===== config.mk =====
export PLATFORM = sky130hd
export DESIGN_NAME = eis_sense_unit
export DESIGN_NICKNAME = d
export VERILOG_FILES = /design/src/rtl/eis_pkg.sv /design/src/rtl/eis_sync.sv /design/src/rtl/eis_edge_flag.sv /design/src/rtl/eis_level_path.sv /design/src/rtl/eis_sense_unit.sv
export SDC_FILE = /design/constraint.sdc
export NUM_CORES = 1
export LEC_CHECK = 0
export BUFFER_PORTS_ARGS = -buffer_cell sky130_fd_sc_hd__buf_4
export CAP_MARGIN = 20
export CORE_AREA = 3 3 40 42
export CTS_CLUSTER_DIAMETER = 100
export DETAILED_ROUTE_END_ITERATION = 6
export DIE_AREA = 0 0 43 45
export PLACE_DENSITY = 0.51
export SYNTH_ARGS = -nofsm -noshare
export SYNTH_HDL_FRONTEND = slang
export SYNTH_SLANG_ARGS = --single-unit

===== constraint.sdc =====
create_clock -name clk -period 1.3 [get_ports clk]
set_input_delay 0.13 -clock clk [delete_from_list [all_inputs] [get_ports clk]]
set_output_delay 0.13 -clock clk [all_outputs]
set_load 0.02 [all_outputs]

===== src/rtl/eis_pkg.sv =====
package eis_pkg;

    typedef enum logic [1:0] {
        SENSE_LOW  = 2'b00,
        SENSE_ANY  = 2'b01,
        SENSE_FALL = 2'b10,
        SENSE_RISE = 2'b11
    } sense_e;

    typedef struct packed {
        logic older;
        logic newer;
    } pin_pair_t;

    typedef struct packed {
        logic wake;
        logic irq;
    } req_t;

    function automatic logic edge_match(sense_e mode, pin_pair_t pp);
        logic hit;
        case (mode)
            SENSE_ANY:  hit = pp.older ^ pp.newer;
            SENSE_FALL: hit = pp.older & ~pp.newer;
            SENSE_RISE: hit = ~pp.older & pp.newer;
            default:    hit = 1'b0;
        endcase
        return hit;
    endfunction

endpackage


===== src/rtl/eis_sync.sv =====
module eis_sync #(
    parameter int   STAGES  = 2,
    parameter logic RST_VAL = 1'b1
) (
    input  logic clk,
    input  logic rst,
    input  logic adv,
    input  logic d,
    output logic q
);
    logic [STAGES-1:0] chain;

    for (genvar g = 0; g < STAGES; g++) begin : g_stage
        always_ff @(posedge clk) begin
            if (rst) begin
                chain[g] <= RST_VAL;
            end else if (adv) begin
                if (g == 0) chain[g] <= d;
                else        chain[g] <= chain[(g == 0) ? 0 : g-1];
            end
        end
    end

    assign q = chain[STAGES-1];
endmodule


===== src/rtl/eis_edge_flag.sv =====
module eis_edge_flag
    import eis_pkg::*;
#(
    parameter logic RST_VAL = 1'b1
) (
    input  logic   clk,
    input  logic   rst,
    input  logic   adv,
    input  sense_e mode,
    input  logic   sync_in,
    input  logic   clr,
    output logic   flag
);
    logic      prev_q;
    sense_e    mode_q;
    pin_pair_t pair;
    logic      mode_same;
    logic      hit;

    assign pair      = '{older: prev_q, newer: sync_in};
    assign mode_same = (mode == mode_q);
    assign hit       = mode_same && edge_match(mode, pair);

    always_ff @(posedge clk) begin
        if (rst) begin
            prev_q <= RST_VAL;
            mode_q <= SENSE_LOW;
        end else if (adv) begin
            // reload on every running edge, including a mode switch
            prev_q <= sync_in;
            mode_q <= mode;
        end
    end

    always_ff @(posedge clk) begin
        if (rst) begin
            flag <= 1'b0;
        end else if (adv) begin
            if (mode == SENSE_LOW) flag <= 1'b0;
            else if (hit)          flag <= 1'b1;
            else if (clr)          flag <= 1'b0;
        end
    end
endmodule


===== src/rtl/eis_level_path.sv =====
module eis_level_path
    import eis_pkg::*;
(
    input  sense_e mode,
    input  logic   enable,
    input  logic   pin,
    input  logic   startup_done,
    input  logic   flag,
    output req_t   req
);
    logic level_hit;
    logic edge_req;

    assign level_hit = (mode == SENSE_LOW) && enable && !pin;
    assign edge_req  = (mode != SENSE_LOW) && enable && flag;

    always_comb begin
        req.wake = level_hit | edge_req;
        req.irq  = (level_hit & startup_done) | edge_req;
    end
endmodule


===== src/rtl/eis_sense_unit.sv =====
module eis_sense_unit
    import eis_pkg::*;
#(
    parameter int   SYNC_STAGES = 2,
    parameter logic IDLE_LEVEL  = 1'b1
) (
    input  logic       clk,
    input  logic       rst,
    input  logic       pin_i,
    input  logic [1:0] sense_mode_i,
    input  logic       enable_i,
    input  logic       flag_clr_i,
    input  logic       ack_i,
    input  logic       clk_run_i,
    input  logic       startup_done_i,
    output logic       flag_o,
    output logic       irq_o,
    output logic       wake_o
);
    sense_e mode;
    logic   pin_sync;
    logic   flag;
    req_t   req;

    assign mode = sense_e'(sense_mode_i);

    eis_sync #(.STAGES(SYNC_STAGES), .RST_VAL(IDLE_LEVEL)) u_sync (
        .clk (clk),
        .rst (rst),
        .adv (clk_run_i),
        .d   (pin_i),
        .q   (pin_sync)
    );

    eis_edge_flag #(.RST_VAL(IDLE_LEVEL)) u_edge (
        .clk     (clk),
        .rst     (rst),
        .adv     (clk_run_i),
        .mode    (mode),
        .sync_in (pin_sync),
        .clr     (flag_clr_i | ack_i),
        .flag    (flag)
    );

    eis_level_path u_level (
        .mode         (mode),
        .enable       (enable_i),
        .pin          (pin_i),
        .startup_done (startup_done_i),
        .flag         (flag),
        .req          (req)
    );

    assign flag_o = flag;
    assign irq_o  = req.irq;
    assign wake_o = req.wake;
endmodule


==> flow_metrics.py <==
metrics = {
    "status": {
        "run_status": "finished, violations left",
        "violations": "negative setup slack",
    },
    "setup_path": {
        "crit-reg2reg-capture": "u_sync.q",
        "end_kind": "flip-flop",
        "worst_ep_arrival_time_ps": 1490,
        "largest_driver_fanout_on_the_critical_path": 3,
        "timing_worst_setup_path_type": "reg -> reg",
        "reg2regPathDepth": 8,
        "crit_path_end": "u_sync.q",
        "worst-r2r-setup-slack_ps": -30,
        "critical_path_required_ps": 1460,
        "setup.worst_path.start_class": "flip-flop",
        "timing.rr.start": "u_sync.q",
        "crit_start": "u_sync.q",
    },
    "die": {
        "die_width_um": 43,
        "die-height_um": 45,
        "number_of_rows_created_at_floorplan": 13,
        "io-pin-count": 13,
        "core-area_um2": 1280,
        "floorplan.die_area_um2": 1940,
        "initial_core_util": 0.251,
    },
    "detailed_routing": {
        "total_wirelength_um": 797,
        "drt-vias-per-instance": 4.59,
        "first_pass_iters": 4,
        "routed-via-count": 335,
        "drtIter0Drc": 6,
        "postRouteAntennaNets": 0,
        "drc_errors": 0,
        "avgRoutedWirePerCell_um": 10.9,
    },
    "run": {
        "max_cap_viol_count": 0,
    },
    "cts": {
        "ctsHtreeMaxLevel": 1,
        "insertion_delay_to_the_later_sink_of_the_worst_skew_pair_ps": 250,
        "cts-buffers-inserted": 3,
        "cts.clk_slew.worst_paths_ps": 50,
        "cts_hold_buffers": 0,
        "clockBufferDepth": 2,
        "cts.sink_count": 6,
        "clockRootBuffer": "clkbuf_4",
        "tritoncts_clock_tree": "done",
    },
    "finish": {
        "layout-area-overhead-vs-synth_pct": 62.4,
        "antenna-diode-count": 0,
        "layout-drive-gt1-share": 0.483,
        "final_common_cell": "buf_4",
        "final_util": 0.408,
        "final_nets": 72,
        "final_cells": 73,
        "layout_common_cells": "buf_4, nand2_1, dfxtp_1",
        "final_area_um2": 524,
    },
    "sta": {
        "final_critical_path_setup_slack_ps": -28.7,
        "finalClockSkew_ps": 8.45,
        "final_min_period_over_clock_period": 1.02,
        "timing_worst_slew_pin_value_ps": 257,
        "rsz0062_at_grt": "true",
        "fmax_mhz": 753,
        "worst_slew_margin_rel": 0.828,
        "layout_min_cycle_time_ps": 1330,
        "setup_tns_ps": -28.7,
        "slew_viol_final": 0,
        "timing.final.hold_violations": 0,
        "finalSetupViolations": 1,
    },
    "synth": {
        "synth.yosys.warnings": 0,
        "synth-compound-area-share": 0.136,
        "post_synth_fa_ha_maj_area_fraction": 0.0775,
        "post_synth_xor_area_fraction": 0,
        "sequential_share_of_the_synthesized_area": 0.372,
        "main_combinational_cell_family_by_area_after_synthesis": "simple AND/OR/NAND/NOR gates",
        "synthesis.area_um2": 323,
        "synth.mux.area_fraction": 0.0930,
        "synth_area_per_cell_um2": 8.72,
        "synth_fp_nets": 49,
        "postSynthRegisterBits": 6,
        "post_synth_inst_count": 37,
        "synthSimpleGateAreaFrac": 0.271,
        "yosys.cell_types.count": 17,
    },
    "placement": {
        "globalplace.congestion": 0.779,
        "post-place-cells": 65,
        "detailedPlacementHpwl_um": 564,
        "placement.io_buffers": 12,
        "postPlaceCellArea_um2": 442,
    },
    "grt": {
        "grt_first_pass_wirelength_mm": 1.42,
        "grt_max_degree": 11,
        "global_route_usage_sum": 0.103,
        "grt_antenna_before_repair": 0,
        "grt_pass1_vias": 340,
        "global_route.overflow_total": 0,
    },
    "pwr": {
        "design_power_total_uw": 467,
        "powerDensity_nw_per_um2": 890,
        "total_leakage_power_nw": 0.254,
        "max-vdd-ir-drop_mv": 0.666,
    },
    "min_path": {
        "hold_path_class": "in -> reg",
    },
}
==> per-stage QoR <==
| step | setup slack, ps | hold WS (ps) |
|---|---|---|
| after floorplan | 5.75 | 202 |
| after global routing | -81.9 | 67.0 |
| after detailed placement | -70.4 | 326 |
| after global placement | -39.6 | 318 |
| final | -28.7 | 75.4 |
| after CTS | -8.49 | 66.8 |
==> metal layers <==
layer  share of wire  GRT usage  vias up  wire, um
met4               0     0.0181        0         0
met5               0          0        -         0
met1            0.47      0.114      147       371
met3            0.13     0.0837        0       104
met2            0.40      0.156       14       321
li1                -          -      174         -
==> kinds of logic after synthesis <==
logic type | Yosys count
and+or+nand+nor | 16
AOI/OAI and AO/OA | 6
DFF | 6
buffers and inverters | 4
muxes | 3
adders and majority gates | 2
==> Yosys cell counts <==
cell / count / share of area
a31oi_1: 1 / 0.019
buf_2: 1 / 0.015
dfxtp_1: 6 / 0.37
ha_1: 2 / 0.078
inv_1: 3 / 0.035
mux2i_1: 3 / 0.093
nand2_1: 5 / 0.058
nand3_1: 2 / 0.031
nand4b_1: 1 / 0.027
nor2_1: 3 / 0.035
nor2b_1: 1 / 0.019
nor3_1: 2 / 0.031
nor3b_2: 1 / 0.039
o211ai_1: 2 / 0.046
o21a_1: 2 / 0.046
o31ai_1: 1 / 0.023
or4b_1: 1 / 0.031
==> report_power, final <==
group / switching, mW / internal (mW) / total, mW
Combinational: 0.0377 / 0.0542 / 0.0920
Clock: 0.0668 / 0.104 / 0.171
Sequential: 0.00811 / 0.195 / 0.203
==> layout make-up <==
cell class / count / area [um^2]
clock buffers: 3 / 22.5
flip-flops and latches: 6 / 123
fillers: 135 / 761
well taps: 15 / 18.8
multi-input cells: 27 / 206
repair buffers: 19 / 143
inverters: 3 / 11.3
==> flip-flops by register name, summed over array words and instances, names as in the netlist <==
register	cells
u_edge.mode_q	2
u_sync.q	1
u_sync.chain	1
u_edge.prev_q	1
u_edge.flag	1
==> worst max-delay path, cell delays in order (launching register included) <==
cell and delay [ps]:
dfxtp_2 340, inv_2 50, buf_4 120, buf_4 120, buf_4 120, buf_4 120
buf_4 120, buf_4 120, o211ai_1 140
==> worst min-delay path by stage <==
stage               from                to  cells past startpoint
global placement     rst  u_edge.mode_q[1]                      2
detailed placement   rst  u_edge.mode_q[1]                      2
floorplan            rst  u_edge.mode_q[0]                      1
finish               rst  u_edge.mode_q[1]                      2
global route         rst  u_edge.mode_q[1]                      2
CTS                  rst  u_edge.mode_q[1]                      2
==> what timing repair did <==
item                                    in CTS  in global routing
endpoints found under the setup margin       2                  3
pin swaps                                    4                  0
buffers inserted                             5                  0
gates resized for setup                      6                  1
Note: power is estimated with default switching activity, not from simulation.
